## src/rtl/cycle_step_pkg.sv

```systemverilog
package cycle_step_pkg;

  // Strobes passed from the control module to the step register.
  typedef struct packed {
    logic hold;     // keep the current step
    logic restart;  // load the fetch step
    logic advance;  // move one position forward
  } stepStrobes_t;

endpackage

```

## src/rtl/cycle_step_ctrl.sv

```systemverilog
module cycle_step_ctrl
  import cycle_step_pkg::*;
(
  input  logic         clk,
  input  logic         rst,
  input  logic         ready,
  input  logic         endInstr,
  input  logic         atFetch,
  input  logic         atLast,
  output stepStrobes_t strobes
);

  logic endHonoured;

  // The fetch step always hands over to step 1, so an end request is
  // only acted on from step 1 onward.
  assign endHonoured = endInstr && !atFetch;

  always_comb begin
    strobes         = '0;
    strobes.hold    = !ready;
    strobes.restart = ready && (endHonoured || atLast);
    strobes.advance = ready && !(endHonoured || atLast);
  end


  strobe_excl_chk: assert property (@(posedge clk) disable iff (rst)
    $countones({strobes.hold, strobes.restart, strobes.advance}) == 1);

endmodule

```

## src/rtl/cycle_step_reg.sv

```systemverilog
module cycle_step_reg
  import cycle_step_pkg::*;
#(
  parameter int NUM_STEPS = 6
) (
  input  logic                 clk,
  input  logic                 rst,
  input  stepStrobes_t         strobes,
  output logic [NUM_STEPS-1:0] stepReg,
  output logic                 atFetch,
  output logic                 atLast
);

  localparam int LAST = NUM_STEPS - 1;

  logic [NUM_STEPS-1:0] nextReg;

  // The fetch bit is loaded on restart and otherwise recirculates when held.
  assign nextReg[0] = strobes.hold ? stepReg[0] : strobes.restart;

  // Every other bit either recirculates or takes the bit below it.
  for (genvar i = 1; i < NUM_STEPS; i++) begin : g_shift
    assign nextReg[i] = strobes.hold ? stepReg[i]
                                     : (strobes.advance & stepReg[i-1]);
  end

  always_ff @(posedge clk) begin
    if (rst) stepReg <= {{(NUM_STEPS-1){1'b0}}, 1'b1};
    else     stepReg <= nextReg;
  end

  assign atFetch = stepReg[0];
  assign atLast  = stepReg[LAST];


  one_hot_chk: assert property (@(posedge clk) disable iff (rst)
    $countones(stepReg) == 1);


  reset_fetch_chk: assert property (@(posedge clk)
    rst |=> stepReg == {{(NUM_STEPS-1){1'b0}}, 1'b1});


  hold_stable_chk: assert property (@(posedge clk) disable iff (rst)
    strobes.hold |=> $stable(stepReg));


  advance_shift_chk: assert property (@(posedge clk) disable iff (rst)
    strobes.advance |=> stepReg == ($past(stepReg) << 1));


  restart_fetch_chk: assert property (@(posedge clk) disable iff (rst)
    strobes.restart |=> stepReg[0]);


  wrap_fetch_chk: assert property (@(posedge clk) disable iff (rst)
    (!strobes.hold && atLast) |=> stepReg[0]);


  fetch_to_one_chk: assert property (@(posedge clk) disable iff (rst)
    (!strobes.hold && atFetch) |=> stepReg[1]);

endmodule

```

## src/rtl/cycle_step_timer.sv

```systemverilog
module cycle_step_timer
  import cycle_step_pkg::*;
#(
  parameter int NUM_STEPS = 6
) (
  input  logic                 clk,
  input  logic                 rst,
  input  logic                 ready,
  input  logic                 endInstr,
  output logic [NUM_STEPS-1:0] stepLines,
  output logic                 fetchMark
);

  stepStrobes_t strobes;
  logic         atFetch;
  logic         atLast;

  cycle_step_ctrl u_ctrl (
    .clk      (clk),
    .rst      (rst),
    .ready    (ready),
    .endInstr (endInstr),
    .atFetch  (atFetch),
    .atLast   (atLast),
    .strobes  (strobes)
  );

  cycle_step_reg #(.NUM_STEPS(NUM_STEPS)) u_reg (
    .clk     (clk),
    .rst     (rst),
    .strobes (strobes),
    .stepReg (stepLines),
    .atFetch (atFetch),
    .atLast  (atLast)
  );

  assign fetchMark = atFetch;


  fetch_mark_chk: assert property (@(posedge clk) disable iff (rst)
    fetchMark == ($countones(stepLines & {{(NUM_STEPS-1){1'b0}}, 1'b1}) == 1));

endmodule

```

## config.mk

```make
export PLATFORM = sky130hd
export DESIGN_NAME = cycle_step_timer
export DESIGN_NICKNAME = d
export VERILOG_FILES = /design/src/rtl/cycle_step_pkg.sv /design/src/rtl/cycle_step_ctrl.sv /design/src/rtl/cycle_step_reg.sv /design/src/rtl/cycle_step_timer.sv
export SDC_FILE = /design/constraint.sdc
export NUM_CORES = 1
export LEC_CHECK = 0
export CAP_MARGIN = 20
export CORE_AREA = 10 10 47 49
export DETAILED_ROUTE_END_ITERATION = 10
export DIE_AREA = 0 0 57 59
export GPL_ROUTABILITY_DRIVEN = 0
export PLACE_DENSITY = 0.54
export SETUP_SLACK_MARGIN = 0.02
export SKIP_LAST_GASP = 1
export SYNTH_ARGS = -nofsm -noshare
export SYNTH_HDL_FRONTEND = slang
export SYNTH_SLANG_ARGS = --single-unit
```

## constraint.sdc

```tcl
create_clock -name clk -period 1.05 [get_ports clk]
set_input_delay 0.315 -clock clk [delete_from_list [all_inputs] [get_ports clk]]
set_output_delay 0.315 -clock clk [all_outputs]
set_load 0.1 [all_outputs]
```

; Word level (Yosys, flattened, before mapping)
; Index checks and enable logic that the tools add are counted.
[op_classes]
bitwise_logic = 5
reduce_logical = 6
[op_table]
columns = operator, n
row1 = 1-bit AND, 5
row2 = 1-bit logical AND, 3
row3 = 1-bit logical NOT, 2
row4 = 1-bit logical OR, 1
[word_totals]
regBits = 6
input_bits = 4

; Logic depth before layout (Yosys ltp)
; Gate-level depths: netlist of the first run.
[logic_depth]
word_depth = 6
depth_mapped = 2
ltp_nobuf = 2

; Modules after synthesis
; From an unflattened synthesis of the first run, not the netlist that was laid out.
[hier_totals]
hier_cells = 30
area_unflattened_um2 = 279.0
[modules_own_cells]
columns = module, n_inst, cells_per_inst, area_each_um2, seq_area_each_um2
row1 = cycle_step_reg, 1, 26, 244.0, 120.1
row2 = cycle_step_ctrl, 1, 4, 35.0, 0.0

; Worst setup path before layout of the first run
; OpenSTA, ideal clock, no wires.
[synth_timing]
kind = register to output
startpoint = reg u_reg.stepReg[0]
endpoint = out stepLines[0]
arrival_ns = 1.402
required_ns = 0.735
path_slack_ns = -0.667
stages_incl_launch_ff = 2
n_path_buf = 1
cell_sequence = dfxtp_1 > buf_4
[synth_rtl]
columns = item, line_no
row1 = from (decl), cycle_step_reg.sv:9  ; output logic [NUM_STEPS-1:0] stepReg,
row2 = from (signal assigned), cycle_step_reg.sv:28  ; if (rst) stepReg <= {{(NUM_STEPS-1){1'b0}}, 1'b1};
row3 = from (signal assigned), cycle_step_reg.sv:29  ; else stepReg <= nextReg;
row4 = to (decl), cycle_step_timer.sv:10  ; output logic [NUM_STEPS-1:0] stepLines,
; No word-level cell between the ends.

; Final worst setup path of the first run
[layout_timing]
startpoint = reg u_reg.stepReg[5]
endpoint = out stepLines[5]
; No word-level cell between the ends.

==> results of run 1 <==
per-stage QoR:
| stage | TNS, ns | hold slack [ns] |
|---|---|---|
| floorplan | -0.04272 | 0.3744 |
| detailed placement | -1.980 | 0.5022 |
| global route | -0.5252 | 0.4965 |
| finish | -0.3325 | 0.4761 |
| global placement | -1.933 | 0.5032 |
| CTS | -0.4357 | 0.4710 |
what timing repair did:
action / CTS / global route
pin swaps: 0 / 0
setup endpoints to repair: 11 / 11
setup buffers: 4 / 1
resized for setup: 3 / 3
kinds of logic after synthesis:
kind of cell           count (synthesis)  share of synthesized area [%]
AND/OR/NAND/NOR                       10                          31.28
flip-flops                             6                          45.50
AO/OA/AOI/OAI                          6                          17.53
buffers and inverters                  2                          5.686
worst max path at each step:
stage,slack (ns),to
6_report,-0.07,stepLines[5]
5_1_grt,-0.1,stepLines[5]
4_1_cts,-0.11,stepLines[5]
3_5_place_dp,-0.41,u_reg.stepReg[5]
3_3_place_gp,-0.40,u_reg.stepReg[5]
2_1_floorplan,-0.04,stepLines[0]
Yosys cell counts:
cell / n
buf_4: 2
nor3_1: 1
and4bb_2: 3
a22o_1: 4
a31oi_1: 1
a21oi_1: 1
nor2_1: 2
and4bb_1: 1
dfxtp_1: 6
nand2b_1: 2
nand3b_1: 1
metal layers:
metal	up-vias	track usage (%)	wire length (um)	part of all wire, %
li1	126	-	-	-
met1	110	4.379	310	46
met2	11	6.047	266	39
met3	4	3.863	76	11
met4	0	5.034	27	4.0
met5	-	0	0	0
cells in the final DEF (no fill, tap or decap):
cell	synthesis	routed
nor2_1	2	2
buf_4	2	5
a21oi_1	1	1
dlygate4sd2_1	0	2
a31oi_1	1	1
nand2b_4	0	1
nand3b_1	1	1
nor3_1	1	1
and4bb_2	3	3
clkbuf_1	0	1
buf_12	0	7
and4bb_1	1	1
clkbuf_4	0	3
a22o_1	4	4
nand2b_1	2	1
clkdlybuf4s50_1	0	1
dfxtp_4	0	6
cell type report:
class	instances	share of cell area (%)
clock buffers	4	4.953
multi-input cells	16	25.71
flip-flops and latches	6	26.89
repair buffers	15	38.68
well taps	16	3.774
power groups by stage:
stage / combinational (mW) / clock (mW) / sequential [mW]
floorplan: 0.0510 / 0 / 0.305
global placement: 0.172 / 0 / 0.249
detailed placement: 0.173 / 0 / 0.250
CTS: 0.184 / 0.243 / 0.242
global route: 0.194 / 0.262 / 0.241
finish: 0.187 / 0.233 / 0.240
==> qor.yml, run 1 <==
worst_setup_path:
  crit_buf_inv: 1
  crit_slowest_cell: "dfxtp_4"
  crit_path_start_kind: "flop"
  endpoint_kind: "output port"
  ff2ff_path_depth: 3
  r2r_slack_ns: 0.07
  cp_top_family: "flip-flops"
  r2r-end: "u_reg.stepReg[4]"
  worst-path-stages: 1
  cp-startpoint: "u_reg.stepReg[5]"
  path_cells: "buf_12"
  critPathMaxFanout: 8
  worstPathArrival_ns: 0.81
  r2r_start: "u_reg.stepReg[3]"
  required_ns: 0.73
  slowest_delay_ns: 0.38
  crit_type: "flop to output port"
final_layout:
  fin_area_um2: 530.5
  antennaDiodeCount: 0
  multiInputGateArea_um2: 136.4
  top_register: "u_reg.stepReg"
  post-route-util_pct: 37.86
  top_regs: "u_reg.stepReg x6"
  fillers: 144
  nets: 46
  final_cells: 57
  synthToLayoutAreaGrowth_pct: 100.9
  largest_register_ffs: 6
  drive_gt1_share_pct: 60.98
  seq_area_um2: 142.6
route:
  route.detailed.wl_per_inst_um: 11.95
  first_pass_iters: 4
  postRouteAntennaNets: 0
  vias_per_cell: 4.404
  wl_um: 681
  drc: 0
  drt-initial-drc-count: 3
  vias: 251
hold_path:
  min_path_type: "primary input to flop"
  hold_start: "rst"
  hold_end: "u_reg.stepReg[1]"
  worstHoldPathCells: 2
global_route:
  gr-total-overflow: 0
  grt_pass1_vias: 238
  antenna_found_initial: 0
  track_usage_pct: 4.704
  grt_max_degree: 10
  grt_first_pass_wirelength_um: 1159
sta:
  setup_ws_ns: -0.07320
  final.setup_skew_ns: 0.008436
  setup_viol: 7
  worst_pin_slew_ns: 0.2546
  finalCriticalPeriod_ns: 1.123
  finalHoldViolations: 0
  max-slew-margin-rel_pct: 82.97
  period_share_pct: 107.0
  rsz0062_at_grt: "yes"
  final_max_slew_viol_count: 0
  max_freq_mhz: 890.3
pwr:
  p_comb_share_pct: 28.3
  cellLeakagePower_nw: 0.2223
  vdd_drop_max_mv: 0.5094
  power_frac_clock_pct: 35.3
  switching_share_pct: 32.26
  total_power_mw: 0.6601
  seq_power_share_pct: 36.4
  power.density_mw_per_mm2: 1244
  p_switching_mw: 0.2129
  p_int_mw: 0.4472
clock_network:
  clk_latency_ns: 0.25
  numClockSinks: 6
  cts_made_buffers: 3
  clock-root-buffer: "clkbuf_4"
  cts_tree: "built"
  cts-hold-fix-buffers: 0
  cts-htree-levels: 1
  clockBufferDepth: 2
  path_clk_slew_ns: 0.05
run_status:
  failed_checks: "negative setup slack"
  outcome: "complete, but fails checks"
die:
  rows: 14
  core_mm2: 0.001401
  pin_count: 11
  start_util_pct: 18.84
  die_area_mm2: 0.003363
  dieWidth_um: 57
  chipHeight_um: 59
synth:
  syn-cell-area_um2: 264.0
  syn-num-nets: 28
  synth_largest_area_cell: "dfxtp_1"
  syn_avg_cell_area_um2: 11.00
  synth_cell_types: 11
  ys_seq_area_share_pct: 45.50
  synth.top_cell.area_share_pct: 45.50
  synth-seq-cells: 6
  syn_inst: 24
  synthTopCellsByArea: "dfxtp_1 45%, and4bb_2 14%, a22o_1 13%"
  yosys_warnings: 0
placement:
  io_buffers: 10
  detailed_place.area_um2: 457.9
  dp_cells: 48
  dp_worst_setup_slack_ns: -0.4110
flow_run:
  cap_violations: 0
Power figures use the tool's default switching activity.
==> inputs of run 2 (changes only) <==
--- a/config.mk
+++ b/config.mk
@@ -7,11 +7,14 @@
 export LEC_CHECK = 0
 export CAP_MARGIN = 20
 export CORE_AREA = 10 10 47 49
+export CTS_CLUSTER_SIZE = 20
 export DETAILED_ROUTE_END_ITERATION = 10
 export DIE_AREA = 0 0 57 59
 export GPL_ROUTABILITY_DRIVEN = 0
+export MAX_ROUTING_LAYER = met4
 export PLACE_DENSITY = 0.54
 export SETUP_SLACK_MARGIN = 0.02
+export SKIP_CTS_REPAIR_TIMING = 1
 export SKIP_LAST_GASP = 1
 export SYNTH_ARGS = -nofsm -noshare
 export SYNTH_HDL_FRONTEND = slang
==> qor.yml, run 2 (synthesis gave the netlist of run 1 again) <==
worst_setup_path:
  worst-path-stages: 1  # unchanged
  slowest_delay_ns: 0.40  # was 0.38 ns
  r2r_start: "u_reg.stepReg[4]"  # was u_reg.stepReg[3]
  required_ns: 0.73  # about the same
  cp-startpoint: "u_reg.stepReg[5]"  # unchanged
  path_cells: "buf_12"  # unchanged
  cp_top_family: "flip-flops"  # unchanged
  crit_slowest_cell: "dfxtp_2"  # was dfxtp_4
  critPathMaxFanout: 8  # unchanged
  crit_type: "flop to output port"  # unchanged
  endpoint_kind: "output port"  # unchanged
  crit_path_start_kind: "flop"  # unchanged
  worstPathArrival_ns: 0.84  # was 0.81 ns
  ff2ff_path_depth: 3  # unchanged
  crit_buf_inv: 1  # unchanged
route:
  postRouteAntennaNets: 0  # unchanged
  wl_um: 643  # was 681 um
  route.detailed.wl_per_inst_um: 11.69  # was 11.95 um
  drt-initial-drc-count: 3  # unchanged
  vias: 244  # was 251
  drc: 0  # unchanged
  first_pass_iters: 4  # unchanged
  vias_per_cell: 4.436  # was 4.404
clock_network:
  cts-htree-levels: 1  # unchanged
  cts_made_buffers: 3  # unchanged
  path_clk_slew_ns: 0.05  # about the same
  clock-root-buffer: "clkbuf_4"  # unchanged
  clk_latency_ns: 0.25  # about the same
  numClockSinks: 6  # unchanged
  cts_tree: "built"  # unchanged
  clockBufferDepth: 2  # unchanged
sta:
  period_share_pct: 110.0  # was 107.0%
  finalHoldViolations: 0  # unchanged
  setup_ws_ns: -0.1049  # was -0.07320 ns
  final_max_slew_viol_count: 0  # unchanged
  final.setup_skew_ns: 0.006793  # was 0.008436 ns
  worst_pin_slew_ns: 0.2554  # was 0.2546 ns
  max_freq_mhz: 865.8  # was 890.3 MHz
  rsz0062_at_grt: "yes"  # unchanged
  whs_ns: 0.3715  # was 0.4761 ns
  max-slew-margin-rel_pct: 82.91  # was 82.97%
  finalCriticalPeriod_ns: 1.155  # was 1.123 ns
  setup_viol: 7  # unchanged
placement:
  io_buffers: 10  # unchanged
  dp_cells: 48  # unchanged
  detailed_place.area_um2: 457.9  # unchanged
  dp_worst_setup_slack_ns: -0.4110  # unchanged
final_layout:
  fillers: 149  # was 144
  nets: 44  # was 46
  fin_area_um2: 513.0  # was 530.5 um^2
  antennaDiodeCount: 0  # unchanged
  top_regs: "u_reg.stepReg x6"  # unchanged
  final_common_cell: "buf_12"  # unchanged
  top_register: "u_reg.stepReg"  # unchanged
  seq_area_um2: 140.1  # was 142.6 um^2
  mostFrequentLayoutCells: "7 x buf_12, 5 x dfxtp_4, 4 x a22o_1"  # was 7 x buf_12, 6 x dfxtp_4, 5 x buf_4
  final_cells: 55  # was 57
  multiInputGateArea_um2: 128.9  # was 136.4 um^2
  drive_gt1_share_pct: 56.41  # was 60.98%
  largest_register_ffs: 6  # unchanged
  synthToLayoutAreaGrowth_pct: 94.31  # was 100.9%
  post-route-util_pct: 36.61  # was 37.86%
pwr:
  cellLeakagePower_nw: 0.2198  # was 0.2223 nW
  power.density_mw_per_mm2: 1272  # was 1244 mW/mm^2
  vdd_drop_max_mv: 0.5060  # was 0.5094 mV
global_route:
  grt_first_pass_wirelength_um: 1097  # was 1159 um
  grt_pass1_vias: 224  # was 238
  track_usage_pct: 4.612  # was 4.704%
  grt_max_degree: 10  # unchanged
  antenna_found_initial: 0  # unchanged
  gr-total-overflow: 0  # unchanged
die:
  start_util_pct: 18.84  # unchanged
  pin_count: 11  # unchanged
  dieWidth_um: 57  # unchanged
  rows: 14  # unchanged
  chipHeight_um: 59  # unchanged
  die_area_mm2: 0.003363  # unchanged
  core_mm2: 0.001401  # unchanged
hold_path:
  worstHoldPathCells: 2  # unchanged
  hold_start: "rst"  # unchanged
  min_path_type: "primary input to flop"  # unchanged
run_status:
  outcome: "complete, but fails checks"  # unchanged
  failed_checks: "negative setup slack"  # unchanged
flow_run:
  cap_violations: 0  # unchanged
==> run 2: final cells by class <==
| cell class | count | share of cell area, % |
|---|---|---|
| tap | 16 | 3.902 |
| clock buffer | 4 | 5.122 |
| timing repair buffer | 13 | 38.54 |
| multi-input combinational | 16 | 25.12 |
| sequential | 6 | 27.32 |
==> run 2: layer usage <==
metal | wire length, um | up-vias | track usage, %
met4 | 31 | 0 | 5.034
met5 | 0 | - | -
met1 | 302 | 106 | 4.255
met3 | 76 | 4 | 3.863
li1 | - | 123 | -
met2 | 233 | 11 | 5.426
==> run 2: report_power, final <==
part / switching (mW) / leakage (nW) / total [mW] / internal (mW)
Sequential: 0.0126 / 0.0526 / 0.243 / 0.231
Combinational: 0.109 / 0.152 / 0.178 / 0.0693
Clock: 0.0868 / 0.0150 / 0.231 / 0.144
Total: 0.208 / 0.220 / 0.653 / 0.444
==> run 2: path summary, 6_finish.rpt <==
kind	to	slack [ns]
max	stepLines[5]	-0.10
min	u_reg.stepReg[1]	0.37
min reg2reg	u_reg.stepReg[3]	0.52
max reg2reg	u_reg.stepReg[5]	0.07
==> run 2: stage by stage <==
stage               power [mW]   TNS, ns
global route            0.6919   -0.5902
finish                  0.6525   -0.3811
CTS                     0.6615    -1.138
detailed placement      0.4224    -1.980
global placement        0.4210    -1.933
floorplan               0.3556  -0.04272
